[src/rtl/i2s_slv_pkg.sv]
package i2s_slv_pkg;
  typedef struct packed {
    logic rise;
    logic fall;
  } edge_t;
endpackage

[src/rtl/i2s_slv_sync.sv]
module i2s_slv_sync #(
  parameter int STAGES = 2
) (
  input  logic clk_i,
  input  logic rst_ni,
  input  logic a_i,
  output logic lvl_o
);
  logic [STAGES-1:0] q;

  always_ff @(posedge clk_i or negedge rst_ni) begin
    if (!rst_ni) q <= '0;
    else         q <= {q[STAGES-2:0], a_i};
  end

  assign lvl_o = q[STAGES-1];
endmodule

[src/rtl/i2s_slv_tx.sv]
module i2s_slv_tx #(
  parameter int W = 16
) (
  input  logic         clk_i,
  input  logic         rst_ni,
  input  logic         load_i,
  input  logic         shift_i,
  input  logic [W-1:0] data_i,
  input  logic         we_i,
  input  logic         swap_i,
  input  logic         err_clr_i,
  output logic         sd_o,
  output logic         req_o,
  output logic         err_o
);
  logic [W-1:0] buf_q, sh_q, data_rev, wr_val;
  logic         full_q, err_q;

  for (genvar i = 0; i < W; i++) begin : g_rev
    assign data_rev[i] = data_i[W-1-i];
  end

  assign wr_val = swap_i ? data_rev : data_i;

  always_ff @(posedge clk_i or negedge rst_ni) begin
    if (!rst_ni) begin
      buf_q  <= '0;
      sh_q   <= '0;
      full_q <= 1'b0;
      err_q  <= 1'b0;
    end else begin
      if (load_i)       sh_q <= full_q ? buf_q : '0;
      else if (shift_i) sh_q <= {sh_q[W-2:0], 1'b0};
      if (we_i) begin
        buf_q  <= wr_val;
        full_q <= 1'b1;
      end else if (load_i) begin
        full_q <= 1'b0;
      end
      // a fresh underrun outranks a clear
      if (load_i && !full_q) err_q <= 1'b1;
      else if (err_clr_i)    err_q <= 1'b0;
    end
  end

  assign sd_o  = sh_q[W-1];
  assign req_o = ~full_q;
  assign err_o = err_q;

  assert_underrun_err_R8: assert property (@(posedge clk_i) disable iff (!rst_ni)
    (load_i && !full_q) |=> err_q);
  assert_underrun_zero_R8: assert property (@(posedge clk_i) disable iff (!rst_ni)
    (load_i && !full_q) |=> (sh_q == '0));
  assert_err_sticky_R9: assert property (@(posedge clk_i) disable iff (!rst_ni)
    (err_q && !err_clr_i) |=> err_q);
  assert_load_empties_R3: assert property (@(posedge clk_i) disable iff (!rst_ni)
    (load_i && full_q && !we_i) |=> !full_q);
  assert_load_msb_R4: assert property (@(posedge clk_i) disable iff (!rst_ni)
    (load_i && full_q) |=> (sd_o == $past(buf_q[W-1])));
  assert_write_fills_R10: assert property (@(posedge clk_i) disable iff (!rst_ni)
    we_i |=> !req_o);
endmodule

[src/rtl/i2s_slv_rx.sv]
module i2s_slv_rx #(
  parameter int W = 16
) (
  input  logic         clk_i,
  input  logic         rst_ni,
  input  logic         sample_i,
  input  logic         deliver_i,
  input  logic         sd_i,
  input  logic         re_i,
  output logic [W-1:0] data_o,
  output logic [W-1:0] data_swap_o,
  output logic         req_o
);
  localparam int CW = $clog2(W + 1);

  logic [W-1:0]  sh_q, buf_q;
  logic [CW-1:0] cnt_q;
  logic          full_q, word_done;

  assign word_done = (cnt_q == CW'(W));

  always_ff @(posedge clk_i or negedge rst_ni) begin
    if (!rst_ni) begin
      sh_q   <= '0;
      buf_q  <= '0;
      cnt_q  <= '0;
      full_q <= 1'b0;
    end else begin
      if (sample_i) sh_q <= {sh_q[W-2:0], sd_i};
      if (deliver_i)                    cnt_q <= '0;
      else if (sample_i && !word_done)  cnt_q <= cnt_q + 1'b1;
      if (deliver_i && word_done) begin
        buf_q  <= sh_q;
        full_q <= 1'b1;
      end else if (re_i) begin
        full_q <= 1'b0;
      end
    end
  end

  for (genvar i = 0; i < W; i++) begin : g_rev
    assign data_swap_o[i] = buf_q[W-1-i];
  end

  assign data_o = buf_q;
  assign req_o  = full_q;

  assert_no_short_word_R7: assert property (@(posedge clk_i) disable iff (!rst_ni)
    (deliver_i && !word_done) |=> $stable(buf_q));
  assert_read_clears_R7: assert property (@(posedge clk_i) disable iff (!rst_ni)
    (re_i && !(deliver_i && word_done)) |=> !req_o);
  assert_deliver_sets_R7: assert property (@(posedge clk_i) disable iff (!rst_ni)
    (deliver_i && word_done) |=> req_o);
endmodule

[src/rtl/i2s_slave_xcvr.sv]
module i2s_slave_xcvr
  import i2s_slv_pkg::*;
#(
  parameter int WORD_W    = 16,
  parameter int SYNC_DEPTH = 2
) (
  input  logic              clk_i,
  input  logic              rst_ni,
  input  logic              sck_i,
  input  logic              fs_i,
  input  logic              sd_i,
  output logic              sd_o,
  input  logic [WORD_W-1:0] tx_data_i,
  input  logic              tx_we_i,
  input  logic              tx_swap_i,
  output logic              tx_req_o,
  output logic [WORD_W-1:0] rx_data_o,
  output logic [WORD_W-1:0] rx_data_swap_o,
  input  logic              rx_re_i,
  output logic              rx_req_o,
  output logic              err_o,
  input  logic              err_clr_i
);
  logic  sck_s, fs_s, sck_d, fs_at_fall, frame_start;
  edge_t sck_e;

  i2s_slv_sync #(.STAGES(SYNC_DEPTH)) i_sync_sck (
    .clk_i(clk_i), .rst_ni(rst_ni), .a_i(sck_i), .lvl_o(sck_s));
  i2s_slv_sync #(.STAGES(SYNC_DEPTH)) i_sync_fs (
    .clk_i(clk_i), .rst_ni(rst_ni), .a_i(fs_i), .lvl_o(fs_s));

  always_ff @(posedge clk_i or negedge rst_ni) begin
    if (!rst_ni) begin
      sck_d      <= 1'b0;
      fs_at_fall <= 1'b0;
    end else begin
      sck_d <= sck_s;
      if (sck_e.fall) fs_at_fall <= fs_s;
    end
  end

  assign sck_e.rise  = sck_s & ~sck_d;
  assign sck_e.fall  = ~sck_s & sck_d;
  assign frame_start = sck_e.fall & fs_s & ~fs_at_fall;

  i2s_slv_tx #(.W(WORD_W)) i_tx (
    .clk_i(clk_i), .rst_ni(rst_ni),
    .load_i(frame_start), .shift_i(sck_e.fall & ~frame_start),
    .data_i(tx_data_i), .we_i(tx_we_i), .swap_i(tx_swap_i),
    .err_clr_i(err_clr_i),
    .sd_o(sd_o), .req_o(tx_req_o), .err_o(err_o));

  i2s_slv_rx #(.W(WORD_W)) i_rx (
    .clk_i(clk_i), .rst_ni(rst_ni),
    .sample_i(sck_e.rise), .deliver_i(frame_start), .sd_i(sd_i),
    .re_i(rx_re_i),
    .data_o(rx_data_o), .data_swap_o(rx_data_swap_o), .req_o(rx_req_o));

  assert_start_needs_fs_rise_R3: assert property (@(posedge clk_i) disable iff (!rst_ni)
    frame_start |=> fs_at_fall);
endmodule

[config.mk]
export PLATFORM = sky130hd
export DESIGN_NAME = i2s_slave_xcvr
export DESIGN_NICKNAME = d
export VERILOG_FILES = /design/src/rtl/i2s_slv_pkg.sv /design/src/rtl/i2s_slv_sync.sv /design/src/rtl/i2s_slv_tx.sv /design/src/rtl/i2s_slv_rx.sv /design/src/rtl/i2s_slave_xcvr.sv
export SDC_FILE = /design/constraint.sdc
export NUM_CORES = 1
export LEC_CHECK = 0
export ABC_AREA = 1
export CAP_MARGIN = 20
export CORE_MARGIN = 2
export CORE_UTILIZATION = 35
export DETAILED_ROUTE_END_ITERATION = 6
export GPL_TIMING_DRIVEN = 0
export PLACE_DENSITY_LB_ADDON = 0.3
export SLEW_MARGIN = 0
export SYNTH_ARGS = -nofsm -noshare
export SYNTH_HDL_FRONTEND = slang
export SYNTH_HIERARCHICAL = 1
export SYNTH_SLANG_ARGS = --single-unit
[constraint.sdc]
create_clock -name clk_i -period 1.3 [get_ports clk_i]
set_input_delay 0.195 -clock clk_i [delete_from_list [all_inputs] [get_ports clk_i]]
set_output_delay 0.195 -clock clk_i [all_outputs]
set_load 0.02 [all_outputs]
==> results of run 1 <==
-- where the power goes --
part,total [mW],internal (mW),switching (mW)
registers,2.99,2.77,0.221
clock network,1.67,0.754,0.913
logic,1.07,0.483,0.587
total,5.72,4.00,1.72
-- per-layer routing --
| metal | share of wire | vias to the layer above | wire, microns | global-route usage |
|---|---|---|---|---|
| met4 | 0.017 | 0 | 130 | 0.0519 |
| li1 | - | 1569 | - | - |
| met2 | 0.49 | 70 | 3780 | 0.258 |
| met1 | 0.44 | 1361 | 3420 | 0.187 |
| met3 | 0.050 | 13 | 386 | 0.0328 |
| met5 | 0 | - | 0 | 0 |
-- layout make-up --
| type | count | area [sq um] |
|---|---|---|
| fillers | 978 | 5100 |
| flip-flops and latches | 78 | 1950 |
| multi-input cells | 281 | 1420 |
| repair buffers | 108 | 1010 |
| plain buffers | 27 | 241 |
| inverters | 49 | 199 |
| well taps | 136 | 170 |
| clock buffers | 10 | 138 |
| clock inverters | 6 | 46.3 |
-- critical path, cell delays in order (launching register included) --
cell and delay (ns):
dfrtp_1 0.39, inv_2 0.09, nand3_4 0.08, nor2_4 0.17, inv_4 0.06, nor2_4 0.12, clkinv_4 0.15, buf_8 0.18
nand2_4 0.06, o21ai_2 0.04
-- kinds of logic (layout without fill, tap and decap cells) --
| group | after synthesis | count (layout) | synth area share |
|---|---|---|---|
| AND/OR/NAND/NOR | 244 | 244 | 0.281 |
| buffers and inverters | 84 | 200 | 0.120 |
| flip-flops | 78 | 78 | 0.528 |
| AO/OA/AOI/OAI | 34 | 34 | 0.0616 |
| adder cells (fa/ha/maj) | 2 | 2 | 0.00677 |
| XOR/XNOR | 1 | 1 | 0.00237 |
-- final timing paths --
path,from,to
worst max-delay path,i_sync_sck/q[1],i_rx/data_o[13]
min in group asynchronous,rst_ni,i_rx/cnt_q[4]
worst min register to register,i_sync_sck/q[0],i_sync_sck/q[1]
worst max register to register,i_sync_sck/q[1],i_rx/data_o[13]
worst min-delay path,tx_we_i,i_tx/buf_q[9]
max in group asynchronous,rst_ni,i_tx/sh_q[4]
-- stage by stage --
stage	utilization	instance area (sq um)	std cells	power, mW
final	0.504	5180	695	5.72
after floorplan	-	3710	443	3.63
after CTS	0.496	5090	690	5.72
after detailed placement	0.436	4480	638	3.95
after global placement	0.434	4460	637	3.91
after global routing	0.504	5180	695	6.12
-- sequential cells by signal, indices dropped and copies added (netlist names) --
name	flops
i_rx/data_o	16
sck_d	1
i_sync_sck/q	2
i_rx/cnt_q	5
i_tx/buf_q	16
i_tx/full_q	1
i_rx/req_o	1
i_tx/sh_q	16
i_rx/sh_q	16
fs_at_fall	1
i_tx/err_o	1
i_sync_fs/q	2
-- layout by cell type, fill, tap and decap left out, types with 4 or more instances in the layout --
master	instances
buf_2	15
buf_4	44
buf_6	26
clkbuf_2	5
clkbuf_8	10
clkdlybuf4s15_1	13
clkdlybuf4s50_1	21
dfrtp_1	78
inv_1	38
inv_2	6
inv_4	4
nand2_1	174
nand2_2	6
nand2_4	14
nand3_1	39
o21ai_0	17
o21ai_2	15
-- what timing repair did --
item	in CTS	in global routing
resized for setup	155	40
buffers inserted	33	12
hold endpoints to repair	19	0
setup endpoints to repair	84	60
gates cloned	6	0
pin swaps	4	6
hold buffers	1	0
==> summary.md, run 1 <==
Placement
• 0.738 — gp weighted congestion
• 4880 microns — placed wire-length estimate
• 58 — port buffer count
• -0.260 ns — pre-CTS setup slack

Logic synthesis
• dfrtp_1 — cell taking the most area after synthesis
• 22 — distinct cell type count after synthesis
• nand2_1, dfrtp_1, inv_1 — commonest cells in the synthesized netlist
• 0.528 — proportion of synthesized chip area in sequential cells
• 1.00 — proportion of synthesized flip-flops having asynchronous set or reset
• 6 — synthesis warning total
• dfrtp_1 — Top FF cell, synth
• 0.00370 sq mm — post-synthesis instance area
• 443 — synthesized netlist cell count
• dfrtp_1, nand2_1, nand3_1 — leading post-synthesis cells by cell area
• 0 — Post-synth EDFFs
• 8.34 sq um — Avg Synthesized Cell Area
• nand2_1 — leading cell type by number of instances after synthesis
• 78 — flop and latch count out of synthesis
• 470 — Net Count, Synth
• 0.528 — fraction of synthesized cell area taken by the top area cell type

Timing
• true — unrepaired setup endpoints after global routing
• 0.295 ns — slew at the pin closest to its max-slew limit
• 0.00904 ns — clock skew
• -2.90 ns — Fin Setup TNS
• 36 — Setup Viol. Count Final
• 0.803 — Slew Limit Headroom
• 0.694 GHz — upper clock frequency limit
• 1.11 — Period Utilization, post-route
• 0.156 ns — Min Hold Slack
• 1.44 ns — post-layout min period
• 0 — final count of pins violating max slew
• -0.141 ns — final worst setup slack
• 0 — final hold violations

Pwr
• 0.495 mV — Max VDD drop
• 2.72 nW — static leakage power
• 1100 mW/mm^2 — pwr dens

Global routing
• 0.150 — total global routing track utilization
• 3016 — vias in the first global route
• 0 — initial antenna violation count
• 0 — global route overflow
• 60 — maximum number of pins on one net before global-route repair
• 13700 microns — first-pass GRT wire length

Clocking
• built — clock tree from TritonCTS
• clkbuf_8 — root buf cell
• 2 — number of buffers on the longest clock path
• 9 — total CTS buffers
• 0.35 ns — later-pin clock latency in the skew report
• 78 — Sinks on Clock Net
• 3 — number of levels in the clock H-tree
• 0.08 ns — Clock transition at path regs

Routing
• 11.1 microns — Avg WL per Cell
• 0 — Remaining DRCs
• 4.34 — Vias/cell
• 3013 — total via count after detailed routing
• 4 — number of detailed-routing iterations run before antenna repair
• 133 — Iteration-0 DRC Markers
• 7720 microns — final routed wirelength across all metal layers
• 0 — ANT nets after route

Layout
• 581 — post-layout net count
• 0 — diodes inserted
• 0.301 — proportion of layout cells with a drive suffix above 1
• 40.2% — relative area change from synthesis to final layout

Critical path
• register — endpoint type of the worst setup path
• reg2reg — classification of the worst setup path
• 1.69 ns — Arrival @ worst endpoint
• register — Worst Setup Start Kind
• 1.55 ns — Crit path required time
• -0.14 ns — register-to-register path setup slack
• 7 — CP Max Fanout
• 9 — number of cells on the worst reg-to-reg path

Die
• 37 — Placement Rows
• 0.0114 sq mm — full die area
• 61 — IO Pins
• 0.360 — initial cell density of the core
• 107 microns — y dimension of the die
• 107 microns — die outline width
• 0.0103 sq mm — Core Area

Min path
• in2reg — class of the tightest hold or removal check
• 3 — Hold Path Depth

Status
• negative setup slack — failing checks
• finished with violations — result of the run

Flow run
• 0 — max-cap viol count

Power figures use the tool's default switching activity.
==> run 2, diff against run 1 <==
--- a/config.mk
+++ b/config.mk
@@ -8,7 +8,7 @@
 export ABC_AREA = 1
 export CAP_MARGIN = 20
 export CORE_MARGIN = 2
-export CORE_UTILIZATION = 35
+export CORE_UTILIZATION = 48
 export DETAILED_ROUTE_END_ITERATION = 6
 export GPL_TIMING_DRIVEN = 0
 export PLACE_DENSITY_LB_ADDON = 0.3
==> run 2 against run 1 <==
The run still ends with negative setup slack left; flip-flop and latch count is the same; clock power increased by 31%; clock-buffer cell count decreased by 1; non-clock buffer count shrank 1; via count grew 5.2%; combinational power hardly changed; core utilization grew 21 points; sequential share of layout area fell by 0.66 points; die area shrank 26%; wire length rose by 3.0%; first-iteration DRC count shrank 28%; global-route usage grew 4.4 points; highest routed layer unchanged.
==> summary.md, run 2 (synthesis results as in run 1) <==
Clocking
• 9 — total CTS buffers, unchanged
• 78 — Sinks on Clock Net, unchanged
• 0.08 ns — Clock transition at path regs, about the same
• clkbuf_8 — root buf cell, unchanged
• 0.35 ns — later-pin clock latency in the skew report, about the same
• 3 — number of levels in the clock H-tree, unchanged
• 2 — number of buffers on the longest clock path, unchanged
• built — clock tree from TritonCTS, unchanged

Layout
• 0.332 — proportion of layout cells with a drive suffix above 1, was 0.301
• 0.00527 sq mm — Final Cell Area, was 0.00518 sq mm
• nand2_1 — most frequent standard cell in the layout excluding fill and tap cells, unchanged
• 542 — fill cell count, was 978
• 657 — post-route insts no fill, was 695
• 580 — post-layout net count, was 581
• nand2_1, dfrtp_1, inv_1, buf_4, nand3_1 — leading cell types in the layout, fill and taps excluded, was nand2_1, dfrtp_1, buf_4
• 0 — diodes inserted, unchanged
• 42.7% — relative area change from synthesis to final layout, was 40.2%
• 0.00145 sq mm — total area of multi-input combinational cells, was 0.00142 sq mm
• 0.00195 sq mm — area of all sequential standard cells, unchanged

Timing
• 0 — final hold violations, unchanged
• 0.150 ns — Min Hold Slack, was 0.156 ns
• 1.44 ns — post-layout min period, about the same
• true — unrepaired setup endpoints after global routing, unchanged
• 0.316 ns — slew at the pin closest to its max-slew limit, was 0.295 ns
• 0.790 — Slew Limit Headroom, was 0.803
• 1.11 — Period Utilization, post-route, about the same
• 0.00940 ns — clock skew, was 0.00904 ns
• 0 — final count of pins violating max slew, unchanged
• 36 — Setup Viol. Count Final, unchanged
• 0.695 GHz — upper clock frequency limit, was 0.694 GHz
• -0.139 ns — final worst setup slack, was -0.141 ns

Placement
• 601 — placed insts, was 638
• 0.751 — gp weighted congestion, was 0.738
• 0.00444 sq mm — cell area after placement, was 0.00448 sq mm
• -0.266 ns — pre-CTS setup slack, was -0.260 ns
• 58 — port buffer count, unchanged
• 4730 microns — placed wire-length estimate, was 4880 microns

Routing
• 4.83 — Vias/cell, was 4.34
• 3171 — total via count after detailed routing, was 3013
• 0 — Remaining DRCs, unchanged
• 96 — Iteration-0 DRC Markers, was 133
• 12.1 microns — Avg WL per Cell, was 11.1 microns
• 4 — number of detailed-routing iterations run before antenna repair, unchanged
• 0 — ANT nets after route, unchanged
• 7950 microns — final routed wirelength across all metal layers, was 7720 microns

Global routing
• 13200 microns — first-pass GRT wire length, was 13700 microns
• 57 — maximum number of pins on one net before global-route repair, was 60
• 3096 — vias in the first global route, was 3016
• 0.194 — total global routing track utilization, was 0.150
• 0 — global route overflow, unchanged
• 0 — initial antenna violation count, unchanged

Critical path
• register — endpoint type of the worst setup path, unchanged
• 1.55 ns — Crit path required time, about the same
• 7 — CP Max Fanout, unchanged
• register — Worst Setup Start Kind, unchanged
• 1.69 ns — Arrival @ worst endpoint, about the same
• reg2reg — classification of the worst setup path, unchanged

Die
• 0.502 — initial cell density of the core, was 0.360
• 91.8 microns — y dimension of the die, was 107 microns
• 91.8 microns — die outline width, was 107 microns
• 61 — IO Pins, unchanged
• 0.00842 sq mm — full die area, was 0.0114 sq mm
• 0.00737 sq mm — Core Area, was 0.0103 sq mm
• 31 — Placement Rows, was 37

Status
• finished with violations — result of the run, unchanged
• negative setup slack — failing checks, unchanged

Pwr
• 1190 mW/mm^2 — pwr dens, was 1100 mW/mm^2
• 2.77 nW — static leakage power, was 2.72 nW
• 0.528 mV — Max VDD drop, was 0.495 mV

Min path
• in2reg — class of the tightest hold or removal check, unchanged

Flow run
• 0 — max-cap viol count, unchanged

==> run 2: cell count changes in the layout (fill, tap and decap cells not counted), sizes merged <==
cell / previous run / this run
buf: 92 / 91
bufinv: 0 / 3
clkbuf: 15 / 12
clkinv: 4 / 2
clkinvlp: 2 / 1
dlygate4sd2: 3 / 5
inv: 49 / 50
==> run 2: repair_timing <==
| action | in CTS | in global routing |
|---|---|---|
| hold buffers | 1 | 0 |
| hold endpoints to repair | 22 | 0 |
| gates resized for setup | 156 | 56 |
| cloned | 6 | 0 |
| pin swaps | 3 | 27 |
| buffers inserted | 26 | 14 |
| setup endpoints to repair | 84 | 67 |
==> run 2: area by class of cell <==
cell class	count	share of cell area
Multi-Input combinational cell	281	0.276
Clock buffer	9	0.0235
Inverter	49	0.0401
Tap cell	99	0.0235
Buffer	28	0.0474
Sequential cell	78	0.370
Clock inverter	7	0.0228
Timing Repair Buffer	106	0.197
==> run 2: path summary, 6_finish.rpt <==
path,from,end,slack (ns),depth (start not counted)
max,i_rx/cnt_q[1],i_rx/data_o[11],-0.14,10
min,tx_we_i,i_tx/buf_q[11],0.15,3
max reg2reg,i_rx/cnt_q[1],i_rx/data_o[11],-0.14,10
min reg2reg,i_sync_sck/q[0],i_sync_sck/q[1],0.35,0
max in group asynchronous,rst_ni,i_tx/buf_q[11],0.46,3
min in group asynchronous,rst_ni,i_rx/cnt_q[4],0.28,2
==> run 2: routing by layer <==
metal | part of all wire | global-route usage | vias up
met5 | 0 | 0 | -
met4 | 0.017 | 0.0858 | 0
met3 | 0.050 | 0.0460 | 12
met2 | 0.53 | 0.353 | 85
met1 | 0.40 | 0.214 | 1502
li1 | - | - | 1572
==> run 2: per-stage QoR <==
| stage | util | setup TNS, ns | power [mW] |
|---|---|---|---|
| finish | 0.716 | -3.19 | 6.29 |
| global route | 0.716 | -7.17 | 6.64 |
| CTS | 0.688 | -3.25 | 6.20 |
| detailed placement | 0.602 | -2.83 | 3.95 |
| global placement | 0.599 | -205.77 | 3.89 |
| floorplan | - | 0 | 3.63 |
==> run 2: where the power goes <==
group | switching (mW) | internal (mW) | leakage (nW)
clock network | 0.907 | 1.28 | 0.120
registers | 0.238 | 2.77 | 1.02
logic | 0.624 | 0.467 | 1.64
==> run 2: worst max-delay path: stages (launching register included) <==
cell     delay, ns
dfrtp_1       0.41
inv_1         0.08
ha_2          0.15
nand2_1       0.05
inv_2         0.05
nand2_2       0.07
nor2_4        0.17
inv_6         0.10
buf_16        0.16
nand2_4       0.05
o21ai_2       0.04
==> run 3, diff against run 2 <==
--- a/config.mk
+++ b/config.mk
@@ -17,3 +17,4 @@
 export SYNTH_HDL_FRONTEND = slang
 export SYNTH_HIERARCHICAL = 1
 export SYNTH_SLANG_ARGS = --single-unit
+export TNS_END_PERCENT = 20
==> run 3 against run 2 <==
The flow still finishes with violations (negative setup slack); first-iteration DRC count grew 16%; clock-buffer cell count is the same; register-to-register slack is essentially flat; clock skew shrank 0.00092 ns; sequential power is essentially flat; via count shrank 4.3%; global-route usage shrank 1.5 points; combinational power shrank 11%; clock power is essentially flat; final area shrank 6.7%; non-clock buffer count shrank 18; critical endpoint is now i_tx/sh_q[13]; highest routed layer unchanged.
==> summary.md, run 3 (synthesis results as in run 1) <==
Timing
• 0.352 ns — slew at the pin closest to its max-slew limit, was 0.316 ns
• -0.136 ns — final worst setup slack, was -0.139 ns
• -2.65 ns — Fin Setup TNS, was -3.19 ns
• 40 — Setup Viol. Count Final, was 36
• 0.151 ns — Min Hold Slack, was 0.150 ns
• 0.764 — Slew Limit Headroom, was 0.790
• 0 — final count of pins violating max slew, unchanged
• 0.00848 ns — clock skew, was 0.00940 ns
• 0 — final hold violations, unchanged
• 1.10 — Period Utilization, post-route, was 1.11
• true — unrepaired setup endpoints after global routing, unchanged
• 1.44 ns — post-layout min period, about the same
• 0.696 GHz — upper clock frequency limit, was 0.695 GHz

Clocking
• 9 — total CTS buffers, unchanged
• built — clock tree from TritonCTS, unchanged
• 2 — number of buffers on the longest clock path, unchanged
• 78 — Sinks on Clock Net, unchanged
• 0.08 ns — Clock transition at path regs, about the same
• 3 — number of levels in the clock H-tree, unchanged
• 0.35 ns — later-pin clock latency in the skew report, about the same
• clkbuf_8 — root buf cell, unchanged

Critical path
• i_sync_sck/q[1] — worst flop-to-flop path startpoint, was i_rx/cnt_q[1]
• 1.69 ns — Arrival @ worst endpoint, about the same
• register — Worst Setup Start Kind, unchanged
• inv_2, nand3_4, nor2_4, buf_8, inv_8, buf_2, nand2_1, nand2_1, nand2_1, nand2_1 — ordered cell list for the critical path, was inv_1, ha_2, nand2_1, inv_2, nand2_2, nor2_4, inv_6, buf_16, nand2_4, o21ai_2
• reg2reg — classification of the worst setup path, unchanged
• nand2_1 — most repeated library cell on the critical path
• 0.39 ns — largest stage delay on the critical path, was 0.41 ns
• register — endpoint type of the worst setup path, unchanged
• 1.55 ns — Crit path required time, about the same
• 10 — number of cells on the worst reg-to-reg path, unchanged
• 8 — CP Max Fanout, was 7
• dfrtp_1 — slowest stage cell, crit path, unchanged
• i_sync_sck/q[1] — Crit. Startpoint, was i_rx/cnt_q[1]

Status
• negative setup slack — failing checks, unchanged
• finished with violations — result of the run, unchanged

Pwr
• 2.63 nW — static leakage power, was 2.77 nW
• 1250 mW/mm^2 — pwr dens, was 1190 mW/mm^2
• 0.499 mV — Max VDD drop, was 0.528 mV

Global routing
• 0 — initial antenna violation count, unchanged
• 2869 — vias in the first global route, was 3096
• 0 — global route overflow, unchanged
• 57 — maximum number of pins on one net before global-route repair, unchanged
• 0.179 — total global routing track utilization, was 0.194
• 12200 microns — first-pass GRT wire length, was 13200 microns

Placement
• 4730 microns — placed wire-length estimate, unchanged
• 0.751 — gp weighted congestion, unchanged
• 58 — port buffer count, unchanged

Die
• 31 — Placement Rows, unchanged
• 91.8 microns — y dimension of the die, unchanged
• 0.502 — initial cell density of the core, unchanged
• 0.00737 sq mm — Core Area, unchanged
• 0.00842 sq mm — full die area, unchanged
• 91.8 microns — die outline width, unchanged
• 61 — IO Pins, unchanged

Layout
• 33.1% — relative area change from synthesis to final layout, was 42.7%
• 562 — post-layout net count, was 580
• nand2_1, dfrtp_1, inv_1, nand3_1, buf_4 — leading cell types in the layout, fill and taps excluded, was nand2_1, dfrtp_1, inv_1, buf_4, nand3_1
• 0.667 — share of the core filled with cells in the final layout, was 0.716
• nand2_1 — most frequent standard cell in the layout excluding fill and tap cells, unchanged
• 0 — diodes inserted, unchanged
• 0.261 — proportion of layout cells with a drive suffix above 1, was 0.332

Routing
• 0 — ANT nets after route, unchanged
• 4.75 — Vias/cell, was 4.83
• 10.9 microns — Avg WL per Cell, was 12.1 microns
• 6960 microns — final routed wirelength across all metal layers, was 7950 microns
• 4 — number of detailed-routing iterations run before antenna repair, unchanged
• 111 — Iteration-0 DRC Markers, was 96
• 3035 — total via count after detailed routing, was 3171
• 0 — Remaining DRCs, unchanged

Min path
• 3 — Hold Path Depth, unchanged
• in2reg — class of the tightest hold or removal check, unchanged
• tx_we_i — hold_sp, unchanged

Flow run
• 0 — max-cap viol count, unchanged

-- run 3: changes by cell type in the layout (fill, tap and decap cells not counted), sizes merged --
cell,before,now
buf,91,72
clkbuf,12,14
clkdlybuf4s15,13,12
clkinv,2,1
inv,50,51
-- run 3: through the flow --
stage | total power [mW] | cell area [sq um] | worst slack, ns | std cells
2_1_floorplan | 3.63 | 3710 | 0.00272 | 443
3_3_place_gp | 3.89 | 4410 | -2.61 | 600
3_5_place_dp | 3.95 | 4440 | -0.266 | 601
4_1_cts | 6.14 | 4800 | -0.104 | 632
5_1_grt | 6.49 | 4920 | -0.224 | 639
6_report | 6.16 | 4920 | -0.136 | 639
-- run 3: path summary, 6_finish.rpt --
path | end | slack [ns]
setup / recovery | i_tx/sh_q[13] | -0.14
hold / removal | i_tx/buf_q[11] | 0.15
setup reg to reg | i_tx/sh_q[13] | -0.14
hold reg to reg | i_sync_sck/q[1] | 0.35
max in group asynchronous | i_tx/sh_q[7] | 0.45
min in group asynchronous | i_rx/cnt_q[4] | 0.29
-- run 3: layer usage --
metal | share of wire | GRT usage
met2 | 0.49 | 0.315
met3 | 0.049 | 0.0411
met4 | 0.021 | 0.0759
met5 | 0 | 0
met1 | 0.44 | 0.211
-- run 3: what timing repair did --
action / 4_1_cts / 5_1_grt
buffers inserted: 15 / 5
hold buffers: 1 / 0
setup endpoints to repair: 84 / 70
pin swaps: 2 / 3
gates cloned: 0 / 2
endpoints found under the hold margin: 22 / 0
resized for setup: 120 / 31
-- run 3: report_power, final --
part           total (mW)  internal (mW)  switching, mW  leakage [nW]
registers            3.00           2.77          0.234          1.02
clock network        2.19           1.28          0.907         0.120
logic               0.967          0.416          0.551          1.50
total                6.16           4.47           1.69          2.63
-- run 3: final cells by class --
type,count,area (sq um)
Buffer,34,307
Clock buffer,9,124
Tap cell,99,124
Inverter,49,201
Timing Repair Buffer,82,763
Clock inverter,7,120
Multi-Input combinational cell,281,1330
Sequential cell,78,1950
Fill cell,588,2450
-- run 3: critical path: cells and delay by family (launching register included) --
kind,cells,cell delay (ns)
and+or+nand+nor,6,0.49
buffers and inverters,4,0.47
DFF,1,0.39
